$ cat config.mk
export PLATFORM = sky130hd
export DESIGN_NAME = spi_rx_buffer
export DESIGN_NICKNAME = d
export VERILOG_FILES = /design/src/rtl/spi_rx_pkg.sv /design/src/rtl/rx_cfg_reg.sv /design/src/rtl/rx_frame_fmt.sv /design/src/rtl/rx_byte_fifo.sv /design/src/rtl/rx_event_gen.sv /design/src/rtl/spi_rx_buffer.sv
export SDC_FILE = /design/constraint.sdc
export NUM_CORES = 1
export LEC_CHECK = 0
export BUFFER_PORTS_ARGS = -buffer_cell sky130_fd_sc_hd__buf_2
export CAP_MARGIN = 40
export CORE_MARGIN = 2
export CORE_UTILIZATION = 50
export CTS_CLUSTER_SIZE = 40
export DETAILED_ROUTE_END_ITERATION = 7
export PLACE_DENSITY = 0.73
export SKIP_CTS_REPAIR_TIMING = 1
export SLEW_MARGIN = 0
export SYNTH_ARGS = -nofsm -noshare
export SYNTH_HDL_FRONTEND = slang
export SYNTH_SLANG_ARGS = --single-unit
$ cat constraint.sdc
create_clock -name clk -period 3.87 [get_ports clk]
set_clock_uncertainty 0.1 [all_clocks]
set_input_delay 0.774 -clock clk [delete_from_list [all_inputs] [get_ports clk]]
set_output_delay 0.774 -clock clk [all_outputs]
set_load 0.1 [all_outputs]
$ cat src/rtl/spi_rx_pkg.sv
// Shared types and helpers for the SPI receive byte queue.
// Assumes frames are at most 16 bits and the size code is 4 bits wide.
package spi_rx_pkg;

    localparam int FRAME_W = 16;
    localparam int DS_W    = 4;

    typedef logic [DS_W-1:0] ds_code_t;

    localparam ds_code_t DS_DEFAULT = 4'd7;
    localparam ds_code_t DS_MIN     = 4'd3;
    localparam ds_code_t DS_BYTE    = 4'd7;

    // Configuration held by the receive side.
    typedef struct packed {
        ds_code_t ds;
        logic     thr_qtr;
        logic     ne_ie;
        logic     dma_en;
        logic     last_odd;
    } rx_cfg_t;

    // Map the unused low codes onto the 8-bit default.
    function automatic ds_code_t ds_sanitize(input ds_code_t code);
        return (code < DS_MIN) ? DS_DEFAULT : code;
    endfunction

endpackage

$ cat src/rtl/rx_cfg_reg.sv
// Receive configuration register.
// Cleans the frame-size code on every write. Lets the odd-count flag
// change only while the peripheral is disabled.
// Assumes one write strobe cycle per update.
module rx_cfg_reg
    import spi_rx_pkg::*;
(
    input  logic     clk,
    input  logic     rst_n,
    input  logic     periph_en,
    input  logic     cfg_we,
    input  ds_code_t ds_in,
    input  logic     thr_in,
    input  logic     ie_in,
    input  logic     dma_in,
    input  logic     odd_in,
    output rx_cfg_t  cfg_q
);

    // Capture configuration fields; the odd flag is gated by the enable.
    always_ff @(posedge clk) begin
        if (!rst_n) begin
            cfg_q.ds       <= DS_DEFAULT;
            cfg_q.thr_qtr  <= 1'b0;
            cfg_q.ne_ie    <= 1'b0;
            cfg_q.dma_en   <= 1'b0;
            cfg_q.last_odd <= 1'b0;
        end else if (cfg_we) begin
            cfg_q.ds      <= ds_sanitize(ds_in);
            cfg_q.thr_qtr <= thr_in;
            cfg_q.ne_ie   <= ie_in;
            cfg_q.dma_en  <= dma_in;
            if (!periph_en) begin
                cfg_q.last_odd <= odd_in;
            end
        end
    end

endmodule

$ cat src/rtl/rx_frame_fmt.sv
// Frame formatter: masks a right-aligned frame to its programmed length
// and splits it into one or two bytes.
// Assumes the size code has already been cleaned (3..15).
module rx_frame_fmt
    import spi_rx_pkg::*;
(
    input  ds_code_t           ds,
    input  logic [FRAME_W-1:0] data,
    output logic [7:0]         byte_lo,
    output logic [7:0]         byte_hi,
    output logic               two_bytes
);

    logic [FRAME_W-1:0] keep;
    logic [FRAME_W-1:0] masked;

    // One keep bit per frame position, set when the position is within the length.
    for (genvar i = 0; i < FRAME_W; i++) begin : g_keep
        assign keep[i] = (5'(i) <= {1'b0, ds});
    end

    // Apply the mask and pick the byte count.
    always_comb begin
        masked    = data & keep;
        byte_lo   = masked[7:0];
        byte_hi   = masked[15:8];
        two_bytes = (ds > DS_BYTE);
    end

endmodule

$ cat src/rtl/rx_byte_fifo.sv
// Byte queue. Takes up to two bytes in and gives up to two bytes out per cycle.
// Assumes DEPTH is a power of two, at least 4. Also assumes the caller never
// pushes beyond free space or pops beyond the level.
module rx_byte_fifo #(
    parameter int DEPTH = 4,
    localparam int PTR_W = $clog2(DEPTH),
    localparam int CNT_W = $clog2(DEPTH + 1)
) (
    input  logic             clk,
    input  logic             rst_n,
    input  logic [1:0]       push_n,
    input  logic [7:0]       push_b0,
    input  logic [7:0]       push_b1,
    input  logic [1:0]       pop_n,
    output logic [7:0]       head0,
    output logic [7:0]       head1,
    output logic [CNT_W-1:0] level
);

    logic [7:0]       mem [DEPTH];
    logic [PTR_W-1:0] wr_ptr;
    logic [PTR_W-1:0] rd_ptr;

    // Store incoming bytes at the write pointer, second byte one slot later.
    always_ff @(posedge clk) begin
        if (!rst_n) begin
            for (int i = 0; i < DEPTH; i++) begin
                mem[i] <= 8'h00;
            end
        end else begin
            if (push_n != 2'd0) begin
                mem[wr_ptr] <= push_b0;
            end
            if (push_n == 2'd2) begin
                mem[wr_ptr + PTR_W'(1)] <= push_b1;
            end
        end
    end

    // Advance pointers and track the byte count.
    always_ff @(posedge clk) begin
        if (!rst_n) begin
            wr_ptr <= '0;
            rd_ptr <= '0;
            level  <= '0;
        end else begin
            wr_ptr <= wr_ptr + PTR_W'(push_n);
            rd_ptr <= rd_ptr + PTR_W'(pop_n);
            level  <= level + CNT_W'(push_n) - CNT_W'(pop_n);
        end
    end

    // Expose the two oldest slots.
    always_comb begin
        head0 = mem[rd_ptr];
        head1 = mem[rd_ptr + PTR_W'(1)];
    end

endmodule

$ cat src/rtl/rx_event_gen.sv
// Not-empty event generator. Compares the fill level against the half or
// quarter threshold. Drops the threshold to one byte for an odd packed
// DMA tail. Gates the event onto the interrupt and DMA request lines.
// Assumes DEPTH is at least 4.
module rx_event_gen
    import spi_rx_pkg::*;
#(
    parameter int DEPTH = 4,
    localparam int CNT_W  = $clog2(DEPTH + 1),
    localparam int HALF_B = DEPTH / 2,
    localparam int QTR_B  = DEPTH / 4
) (
    input  rx_cfg_t          cfg,
    input  logic [CNT_W-1:0] level,
    output logic             rx_ne,
    output logic             irq,
    output logic             dma_req
);

    logic packing;
    logic low_thr;

    // Pick the threshold and drive the request lines.
    always_comb begin
        packing = cfg.dma_en && (cfg.ds <= DS_BYTE);
        low_thr = cfg.thr_qtr;
        rx_ne   = low_thr ? (level >= CNT_W'(QTR_B)) : (level >= CNT_W'(HALF_B));
        if (packing && cfg.last_odd) begin
            rx_ne = (level != '0);
        end
        irq     = rx_ne && cfg.ne_ie;
        dma_req = rx_ne && cfg.dma_en;
    end

endmodule

$ cat src/rtl/spi_rx_buffer.sv
// Top of the SPI receive side. Ties together the configuration register,
// frame formatter, byte queue and event generator. Also owns the overflow
// drop and the bus read path.
// Assumes one frame per cycle at most and reads that may come every cycle.
module spi_rx_buffer
    import spi_rx_pkg::*;
#(
    parameter int FIFO_BYTES = 4,
    localparam int CNT_W = $clog2(FIFO_BYTES + 1)
) (
    input  logic             clk,
    input  logic             rst_n,
    input  logic             periph_en,
    input  logic             cfg_we,
    input  logic [3:0]       cfg_ds,
    input  logic             cfg_thr_qtr,
    input  logic             cfg_ne_ie,
    input  logic             cfg_dma_en,
    input  logic             cfg_last_odd,
    input  logic             ovr_clr,
    input  logic             frm_valid,
    input  logic [15:0]      frm_data,
    input  logic             rd_en,
    input  logic             rd_wide,
    output logic [3:0]       ds_q,
    output logic [15:0]      rd_data,
    output logic [CNT_W-1:0] fifo_level,
    output logic             rx_ne,
    output logic             irq,
    output logic             dma_req,
    output logic             ovr
);

    rx_cfg_t          cfg_q;
    logic [7:0]       fb_lo;
    logic [7:0]       fb_hi;
    logic             fb_two;
    logic [1:0]       need_n;
    logic [CNT_W-1:0] free_b;
    logic             accept;
    logic [1:0]       push_n;
    logic [1:0]       want_n;
    logic [1:0]       pop_n;
    logic [7:0]       head0;
    logic [7:0]       head1;
    logic [7:0]       rd_lo;
    logic [7:0]       rd_hi;

    rx_cfg_reg u_cfg (
        .clk       (clk),
        .rst_n     (rst_n),
        .periph_en (periph_en),
        .cfg_we    (cfg_we),
        .ds_in     (cfg_ds),
        .thr_in    (cfg_thr_qtr),
        .ie_in     (cfg_ne_ie),
        .dma_in    (cfg_dma_en),
        .odd_in    (cfg_last_odd),
        .cfg_q     (cfg_q)
    );

    rx_frame_fmt u_fmt (
        .ds        (cfg_q.ds),
        .data      (frm_data),
        .byte_lo   (fb_lo),
        .byte_hi   (fb_hi),
        .two_bytes (fb_two)
    );

    // Admission: accept a frame only if all its bytes fit before this cycle's read.
    always_comb begin
        need_n = fb_two ? 2'd2 : 2'd1;
        free_b = CNT_W'(FIFO_BYTES) - fifo_level;
        accept = frm_valid && (CNT_W'(need_n) <= free_b);
        push_n = accept ? need_n : 2'd0;
    end

    // Read sizing: remove what was asked, limited to what is held.
    always_comb begin
        want_n = rd_wide ? 2'd2 : 2'd1;
        if (!rd_en) begin
            pop_n = 2'd0;
        end else if (CNT_W'(want_n) <= fifo_level) begin
            pop_n = want_n;
        end else begin
            pop_n = fifo_level[1:0];
        end
    end

    rx_byte_fifo #(.DEPTH(FIFO_BYTES)) u_fifo (
        .clk     (clk),
        .rst_n   (rst_n),
        .push_n  (push_n),
        .push_b0 (fb_lo),
        .push_b1 (fb_hi),
        .pop_n   (pop_n),
        .head0   (head0),
        .head1   (head1),
        .level   (fifo_level)
    );

    // Read data: absent bytes read as zero, upper byte only on wide reads.
    always_comb begin
        rd_lo   = (fifo_level != '0) ? head0 : 8'h00;
        rd_hi   = (rd_wide && (fifo_level >= CNT_W'(2))) ? head1 : 8'h00;
        rd_data = {rd_hi, rd_lo};
    end

    // Sticky overrun: a dropped frame sets it and takes priority over clear.
    always_ff @(posedge clk) begin
        if (!rst_n) begin
            ovr <= 1'b0;
        end else if (frm_valid && !accept) begin
            ovr <= 1'b1;
        end else if (ovr_clr) begin
            ovr <= 1'b0;
        end
    end

    rx_event_gen #(.DEPTH(FIFO_BYTES)) u_evt (
        .cfg     (cfg_q),
        .level   (fifo_level),
        .rx_ne   (rx_ne),
        .irq     (irq),
        .dma_req (dma_req)
    );

    assign ds_q = cfg_q.ds;

endmodule

==> results of run 1 <==
[how the worst max path moves through the flow]
stage	start	endpoint	slack (ns)	cells past startpoint
finish	u_cfg.cfg_q[7]	irq	0.68	5
floorplan	u_fifo.level[2]	rd_data[10]	0.07	2
CTS	u_cfg.cfg_q[7]	irq	0.67	5
detailed placement	rd_wide	u_fifo.level[1]	0.44	9
global placement	rd_wide	u_fifo.level[1]	0.65	9
global route	u_cfg.cfg_q[7]	irq	0.53	5
[sequential cells by signal, indices dropped and copies added (netlist names)]
| register | flops |
|---|---|
| u_fifo.mem | 32 |
| u_cfg.cfg_q | 8 |
| ovr | 1 |
| u_fifo.wr_ptr | 2 |
| u_fifo.level | 3 |
| u_fifo.rd_ptr | 2 |
[through the flow]
step | cell area, um^2 | hold slack [ns] | util | worst slack, ns
floorplan | 3130 | 0.351 | - | 0.0747
global placement | 3430 | 0.369 | 0.575 | 0.647
detailed placement | 3430 | 0.380 | 0.575 | 0.442
CTS | 3540 | 0.408 | 0.594 | 0.669
global route | 3540 | 0.439 | 0.594 | 0.530
finish | 3540 | 0.405 | 0.594 | 0.684
[cell families after synthesis]
kind of cell | share of synthesized area
and+or+nand+nor | 0.179
AOI/OAI and AO/OA | 0.133
DFF | 0.411
buffers and inverters | 0.0634
muxes | 0.145
adders and majority gates | 0.0570
xor gates and xnor gates | 0.0112
[critical path: cells and delay by family, from the launching register on]
family                 cells  cell delay, ns
muxes                      1            0.18
buffers and inverters      2            0.66
DFF                        1            0.74
and+or+nand+nor            2            0.42
[cell usage in the layout, fill, tap and decap left out, drive strengths merged, types with 8 or more instances in the layout]
cell type,synthesis,routed
buf,21,65
edfxtp,32,32
nor2,22,22
nor2b,21,21
o22ai,18,18
nand2,17,17
mux4,16,16
nand3,16,16
dfxtp,16,16
o21ai,15,15
inv,14,14
ha,11,11
a21oi,8,8
mux2i,8,8
[per-layer routing]
layer  vias up  track usage  share of wire
met3        11       0.0338          0.058
met5         -            0              0
met4         0       0.0626          0.019
li1       1196            -              -
met2       102        0.358           0.50
met1      1169        0.295           0.42
[synthesized netlist by cell type, types with 4 or more instances]
master    number
edfxtp_1      32
nor2_1        21
nor2b_1       19
o22ai_1       18
dfxtp_1       16
mux4_2        16
nand2_1       15
nand3_1       15
o21ai_0       14
inv_1         13
buf_2         11
ha_1          11
a21oi_1        8
mux2i_1        8
nand4_1        7
and2_1         6
buf_4          6
a211oi_1       5
nor3b_1        4
[power by group]
part           leakage [nW]  internal (mW)  switching (mW)
sequential            0.465          0.659           0.109
clock                0.0541          0.191           0.170
combinational         0.879          0.464            1.09
[area by class of cell]
class	instances	share of cell area
tap	75	0.0265
clock buffer	5	0.0195
timing repair buffer	65	0.0969
inverter	14	0.0149
multi-input combinational	208	0.467
clock inverter	3	0.0120
sequential	48	0.363
==> impl_metrics.toml, run 1 <==
[power_and_ir_drop]
ir_worst_vdd_mv = 0.495
p_total_mw = 2.68
p_leak_nw = 1.40
power_density_nw_per_um2 = 758

[finish]
nets = 387
drive_above_1_share = 0.306
multi_input_area_um2 = 1650
regArea_um2 = 1280
instances_no_fill = 418
n_antenna_cell = 0
syn_to_final_growth_pct = 13.5
fillers = 524

[route]
drc_errors = 0
vias_per_cell = 5.93
num_vias = 2478
drt_iter0_markers = 260
routed_wl_um = 7200
dr.pass1.iters = 5
avgRoutedWirePerCell_um = 17.2
final_antenna_net_count = 0

[placed_design]
gp_congestion = 0.893
hpwl_um = 5340
placed_cells = 410
io_buffers = 58

[status]
outcome = "finished clean"

[worst_hold_path]
holdPathStages = 2
hp-class = "reg -> reg"
worstHoldEndpoint = "u_cfg.cfg_q[0]"
min_from = "u_cfg.cfg_q[0]"

[worst_setup_path]
r2r_cells = 9
r2r_slack_ns = 0.88
cp_max_fo = 18
crit_slowest_cell = "dfxtp_1"
timing.rr.end = "u_fifo.level[2]"
max_stage_delay_ns = 0.74
cp_cell_sequence = "inv_1 > and3_1 > mux2i_4 > and2_2 > buf_2"
critical_path_required_ns = 3.00
startpoint_type = "register"
crit_type = "reg -> out"
r2r-start = "u_cfg.cfg_q[7]"
cp-end-kind = "output pin"
worst-endpoint-arrival_ns = 2.31

[clock_tree]
htree_levels = 2
cts-root-buf = "clkbuf_8"
cts_buffer_depth = 2
cts_tree = "yes"
clkTransAtPathRegs_ns = 0.09
cts_buffers = 5
clock_latency_ns = 0.31
cts.sinks = 48

[sta]
rsz0062_at_grt = "false"
fin_crit_sh = 0.823
fin_crit_ns = 3.19
fin_tns_setup_ns = 0
finalSetupViolCount = 0
maxSlewHeadroom = 0.471
hold_violations = 0
worst_pin_slew_ns = 0.784
finalMaxSlewViolations = 0
fmax_mhz = 314

[global_routing]
antenna_found_initial = 0
grt_pass1_wl_um = 12100
grt.total_usage = 0.216
grt_pass1_vias = 2388
gr-total-overflow = 0
grt_start_max_net_pins = 21

[logic_synthesis]
yosysTopAreaCellShare = 0.308
synth_area_um2 = 3120
yosysUniqueCellTypes = 51
synth_enable_flop_cells = 32
synth_fp_nets = 338
yosys_warnings = 0
synthTopCellsByArea = "edfxtp_1 (31%), mux4_2 (12%), dfxtp_1 (10%)"
ys_seq_elements = 48
ys_async_sr_fraction = 0
yosysTopAreaCell = "edfxtp_1"
synth_ff_type = "edfxtp_1"
ys_seq_area_frac = 0.411
syn_avg_cell_area_um2 = 10.6
synthCells = 293

[floorplan]
die_h_um = 83.0
die_w_um = 83.0
fp.coreArea_um2 = 5960
io_pins = 59
start_util = 0.523
die-area_um2 = 6880
rows = 28

[job]
drv_cap = 0
(Power assumes the default switching activity.)
==> run 2, diff against run 1 <==
--- a/config.mk
+++ b/config.mk
@@ -5,6 +5,7 @@
 export SDC_FILE = /design/constraint.sdc
 export NUM_CORES = 1
 export LEC_CHECK = 0
+export ABC_AREA = 1
 export BUFFER_PORTS_ARGS = -buffer_cell sky130_fd_sc_hd__buf_2
 export CAP_MARGIN = 40
 export CORE_MARGIN = 2
==> constraint.sdc (replaced) <==
create_clock -name clk -period 3.3 [get_ports clk]
set_clock_uncertainty 0.1 [all_clocks]
set_input_delay 0.66 -clock clk [delete_from_list [all_inputs] [get_ports clk]]
set_output_delay 0.66 -clock clk [all_outputs]
set_load 0.1 [all_outputs]
==> run 2 against run 1 <==
- global-route usage increased by 1.3 points
- sequential cell count unchanged
- first-iteration DRC count fell by 24%
- worst setup slack worse by 0.44 ns
- sequential share of layout area down 1.5 points
- highest routed layer unchanged
- area after synthesis is 2.3% higher
==> impl_metrics.toml, run 2 <==
[status]
outcome = "finished clean"

[floorplan]
die_h_um = 83.9
die-area_um2 = 7030
fp.coreArea_um2 = 6240
die_w_um = 83.9
io_pins = 59
start_util = 0.511
rows = 29

[logic_synthesis]
synth_area_um2 = 3190
synth_fp_nets = 482
yosysMostFrequentCell = "nand2_1"
syn_avg_cell_area_um2 = 7.30
ys_seq_area_frac = 0.402
yosysTopAreaCell = "edfxtp_1"
synth_ff_type = "edfxtp_1"
yosysUniqueCellTypes = 32
synthCells = 437
yosysTopAreaCellShare = 0.301
ys_seq_elements = 48
synth_enable_flop_cells = 32
synthTopCellsByArea = "edfxtp_1 (30%), nand2_1 (16%), dfxtp_1 (10%)"
synthTopCellsByCount = "nand2_1 (137), inv_1 (54), o21ai_0 (51)"
ys_async_sr_fraction = 0
yosys_warnings = 0

[global_routing]
grt_pass1_vias = 2827
grt.total_usage = 0.229
grt_start_max_net_pins = 27
gr-total-overflow = 0
antenna_found_initial = 0
grt_pass1_wl_um = 13000

[clock_tree]
htree_levels = 2
cts_tree = "yes"
cts.sinks = 48
cts_buffers = 5
cts_buffer_depth = 2
clkTransAtPathRegs_ns = 0.09
clock_latency_ns = 0.31
cts-root-buf = "clkbuf_8"

[route]
vias_per_cell = 5.25
avgRoutedWirePerCell_um = 13.7
final_antenna_net_count = 0
dr_wl_met3_um = 514
num_vias = 2998
drc_errors = 0
routed_wl_um = 7820
dr.pass1.iters = 6
wl_met1_um = 3530
drt_iter0_markers = 198
dr_wl_met2_um = 3680
top_layer_used = "met4"

[worst_setup_path]
crit_type = "reg -> reg"
timing.rr.end = "u_fifo.level[2]"
worst-endpoint-arrival_ns = 3.19
critical_path_required_ns = 3.44
cp_max_fo = 6
r2r-start = "u_fifo.level[0]"
cp-end-kind = "register"
startpoint_type = "register"
r2r_cells = 14
r2r_slack_ns = 0.25

[finish]
regArea_um2 = 1290
fillers = 566
n_antenna_cell = 0
mostFrequentLayoutCell = "nand2_1"
nets = 538
drive_above_1_share = 0.219
largest_reg_flops = 32
final_cell_mix = "nand2_1 (137), buf_2 (58), inv_1 (52)"
reg.largest.list = "u_fifo.mem (32), u_cfg.cfg_q (8), u_fifo.level (3)"
fin_util = 0.594
top_register = "u_fifo.mem"
finalInstanceArea_um2 = 3710
multi_input_area_um2 = 1650
syn_to_final_growth_pct = 16.3

[power_and_ir_drop]
p_leak_nw = 1.81
power_density_nw_per_um2 = 890
p_total_mw = 3.30
ir_worst_vdd_mv = 0.696

[worst_hold_path]
holdPathStages = 2
min_from = "ovr"
worstHoldEndpoint = "ovr"
hp-class = "reg -> reg"

[sta]
rsz0062_at_grt = "false"
fin_crit_ns = 3.05
hold_violations = 0
fmax_mhz = 328
worst_pin_slew_ns = 0.907
fin_crit_sh = 0.925
maxSlewHeadroom = 0.393
finalSetupViolCount = 0
fin_tns_setup_ns = 0
finalMaxSlewViolations = 0

[placed_design]
hpwl_um = 6090
gp_congestion = 0.892
placed_area_um2 = 3590
io_buffers = 58

[job]
drv_cap = 0
## run 2: cell count changes after synthesis, moves of 7 or more
| cell | previous run | this run |
|---|---|---|
| o21ai_0 | 14 | 51 |
| mux2i_1 | 8 | 0 |
| inv_1 | 13 | 54 |
| nor2_1 | 21 | 38 |
| nor2b_1 | 19 | 0 |
| a31oi_1 | 1 | 8 |
| o22ai_1 | 18 | 0 |
| a21oi_1 | 8 | 26 |
| nand2_1 | 15 | 137 |
| nand4_1 | 7 | 0 |
| mux4_2 | 16 | 0 |
## run 2: worst max-delay path, stage by stage (launching register included)
cell     delay, ns
dfxtp_4       0.39
inv_1         0.07
ha_1          0.27
inv_1         0.04
ha_1          0.28
nand2_1       0.09
nand2_2       0.06
nand2_2       0.12
nand3_2       0.14
fa_1          0.53
inv_1         0.06
fa_1          0.43
xnor2_1       0.19
o21ai_0       0.09
a21oi_1       0.12
## run 2: power by group
group          switching [mW]  total, mW  internal, mW
clock network           0.206      0.435         0.228
logic                    1.58       2.01         0.433
registers              0.0827      0.853         0.771
## run 2: final cells by class
cell class / instances / share of cell area
Clock inverter: 3 / 0.0125
Multi-Input combinational cell: 316 / 0.444
Sequential cell: 48 / 0.348
Clock buffer: 5 / 0.0186
Tap cell: 77 / 0.0260
Timing Repair Buffer: 66 / 0.0945
Inverter: 56 / 0.0567
## run 2: logic make-up (layout without fill, tap and decap cells)
logic type | after synthesis | in the layout | share of synthesized area
buf+inv | 73 | 130 | 0.101
compound gates | 94 | 94 | 0.157
xor+xnor | 3 | 3 | 0.00824
simple gates | 206 | 206 | 0.276
flops | 48 | 48 | 0.402
fa+ha+maj | 13 | 13 | 0.0557
## run 2: metrics by stage
step | std cells | hold slack, ns | worst slack, ns
after CTS | 571 | 0.372 | 0.191
after detailed placement | 563 | 0.360 | 0.167
final | 571 | 0.368 | 0.247
after floorplan | 437 | 0.363 | 0.0158
after global routing | 571 | 0.401 | 0.00850
after global placement | 563 | 0.353 | 0.286
## run 2: worst max-delay path by stage
stage | startpoint | to | slack [ns] | depth (start not counted)
finish | u_fifo.level[0] | u_fifo.level[2] | 0.25 | 14
global route | u_fifo.level[0] | u_fifo.level[2] | 0.009 | 14
CTS | u_fifo.level[0] | u_fifo.level[2] | 0.19 | 14
detailed placement | rd_wide | u_fifo.level[2] | 0.17 | 12
global placement | rd_wide | u_fifo.level[2] | 0.29 | 12
floorplan | u_fifo.level[2] | dma_req | 0.02 | 6
## run 2: routing by layer
metal / up-vias / GRT usage
li1: 1527 / -
met1: 1360 / 0.302
met2: 101 / 0.381
met3: 10 / 0.0425
met4: 0 / 0.0718
met5: - / 0
==> run 3, diff against run 2 <==
--- a/config.mk
+++ b/config.mk
@@ -5,7 +5,6 @@
 export SDC_FILE = /design/constraint.sdc
 export NUM_CORES = 1
 export LEC_CHECK = 0
-export ABC_AREA = 1
 export BUFFER_PORTS_ARGS = -buffer_cell sky130_fd_sc_hd__buf_2
 export CAP_MARGIN = 40
 export CORE_MARGIN = 2
==> run 3 against run 2 <==
- non-clock buffer count increased by 2
- final area down 3.8%
- hold slack better by 0.028 ns
- utilization increased by 0.49 points
- sequential power up 5.7%
- routed wire length decreased by 7.5%
- sequential cell count unchanged
- clock-buffer cell count grew 2
- via count shrank 16%
- die area decreased by 2.1%
- critical path type unchanged
- largest cell class unchanged
- highest routed layer unchanged
==> impl_metrics.toml, run 3 (synthesized netlist as in run 1, its figures left out) <==
[worst_hold_path]
hp-class = "reg -> reg"
min_from = "ovr"

[power_and_ir_drop]
p_seq_frac = 0.291
p_leak_nw = 1.41
switching_share = 0.518
p_clk_frac = 0.106
power_switching_mw = 1.60
power_density_nw_per_um2 = 867
intPower_mw = 1.49
p_comb_frac = 0.602
ir_worst_vdd_mv = 0.628

[floorplan]
rows = 28
die_h_um = 83.0
start_util = 0.523
fp.coreArea_um2 = 5960
die_w_um = 83.0
die-area_um2 = 6880
io_pins = 59

[route]
drc_errors = 0
num_vias = 2515
routed_wl_um = 7230
avgRoutedWirePerCell_um = 17.2
drt_iter0_markers = 229
final_antenna_net_count = 0
vias_per_cell = 5.97
dr.pass1.iters = 4

[clock_tree]
htree_levels = 2
clkTransAtPathRegs_ns = 0.08
cts.sinks = 48
cts_buffers = 5
cts_buffer_depth = 2
cts-root-buf = "clkbuf_8"
cts_tree = "yes"
clock_latency_ns = 0.30

[finish]
final_cell_mix = "buf_2 (56), edfxtp_1 (32), nor2_1 (21)"
syn_to_final_growth_pct = 14.5
fillers = 531
fin_util = 0.599
largest_reg_flops = 32
reg.largest.list = "u_fifo.mem (32), u_cfg.cfg_q (8), u_fifo.level (3)"
instances_no_fill = 421
drive_above_1_share = 0.312
n_antenna_cell = 0
mostFrequentLayoutCell = "buf_2"
nets = 390
top_register = "u_fifo.mem"

[worst_setup_path]
timing.rr.end = "u_fifo.level[2]"
crit_type = "reg -> reg"
cp_cell_sequence = "inv_4 > ha_1 > inv_1 > ha_1 > nor2b_1 > o211ai_2 > nand3_1 > fa_1 > inv_1 > fa_1 > xnor2_1 > nor2_1"
cp_max_fo = 5
crit_start = "u_fifo.level[1]"
max_stage_delay_ns = 0.52
crit_slowest_cell = "fa_1"
worst-endpoint-arrival_ns = 2.98
startpoint_type = "register"
r2r_cells = 12
cp-end-kind = "register"
crit_end = "u_fifo.level[2]"
r2r-start = "u_fifo.level[1]"
critical_path_required_ns = 3.39
r2r_slack_ns = 0.41

[sta]
finalMaxSlewViolations = 0
fmax_mhz = 347
rsz0062_at_grt = "false"
finalSetupViolCount = 0
worst_pin_slew_ns = 0.740
hold_violations = 0
fin_crit_sh = 0.874
timing.final.ws_setup_ns = 0.415
fin_tns_setup_ns = 0
maxSlewHeadroom = 0.500
fin_crit_ns = 2.89
hold_ws_ns = 0.397

[global_routing]
grt.total_usage = 0.217
grt_pass1_vias = 2426
grt_start_max_net_pins = 36
antenna_found_initial = 0
gr-total-overflow = 0
grt_pass1_wl_um = 11900

[placed_design]
placed_cells = 413
hpwl_um = 5310
dp_slack_ns = 0.119
gp_congestion = 0.940
io_buffers = 58

[job]
drv_cap = 0

[status]
outcome = "finished clean"
run 3: critical path, delay by kind of cell, from the launching register on:
family | cells | cell delay [ns]
and+or+nand+nor | 3 | 0.32
buffers and inverters | 3 | 0.14
xor gates and xnor gates | 1 | 0.17
AOI/OAI and AO/OA | 1 | 0.17
DFF | 1 | 0.39
adders and majority gates | 4 | 1.48
run 3: worst min-delay path by stage:
| stage | to | slack, ns | depth (start not counted) |
|---|---|---|---|
| 4_1_cts | u_cfg.cfg_q[0] | 0.41 | 2 |
| 2_1_floorplan | u_cfg.cfg_q[0] | 0.35 | 2 |
| 3_3_place_gp | ovr | 0.38 | 2 |
| 3_5_place_dp | ovr | 0.38 | 2 |
| 6_report | ovr | 0.40 | 2 |
| 5_1_grt | u_cfg.cfg_q[0] | 0.44 | 2 |
run 3: final cells by class:
type	count	area, um^2	share of cell area
tap	75	93.8	0.0263
inverter	14	55.1	0.0154
timing repair buffer	68	395	0.111
sequential	48	1290	0.362
clock inverter	1	3.75	0.00105
clock buffer	7	76.3	0.0214
multi-input combinational	208	1650	0.464
run 3: metrics by stage:
stage | cell area, um^2 | power (mW)
2_1_floorplan | 3150 | 2.49
3_3_place_gp | 3490 | 2.74
3_5_place_dp | 3490 | 2.78
4_1_cts | 3570 | 3.11
5_1_grt | 3570 | 3.27
6_report | 3570 | 3.09
run 3: routing by layer:
metal  track usage  vias to the layer above  routed length, um
li1              -                     1206                  -
met1         0.278                     1203               3030
met2         0.367                       88               3660
met3        0.0358                       18                361
met4        0.0820                        0                173
met5             0                        -                  0
run 3: power by group through the flow:
| stage | Clock (mW) | Combinational (mW) | Sequential [mW] |
|---|---|---|---|
| 6_report | 0.329 | 1.86 | 0.902 |
| 5_1_grt | 0.360 | 1.99 | 0.917 |
| 4_1_cts | 0.333 | 1.87 | 0.901 |
| 3_5_place_dp | 0 | 1.87 | 0.913 |
| 3_3_place_gp | 0 | 1.83 | 0.903 |
| 2_1_floorplan | 0 | 1.52 | 0.964 |
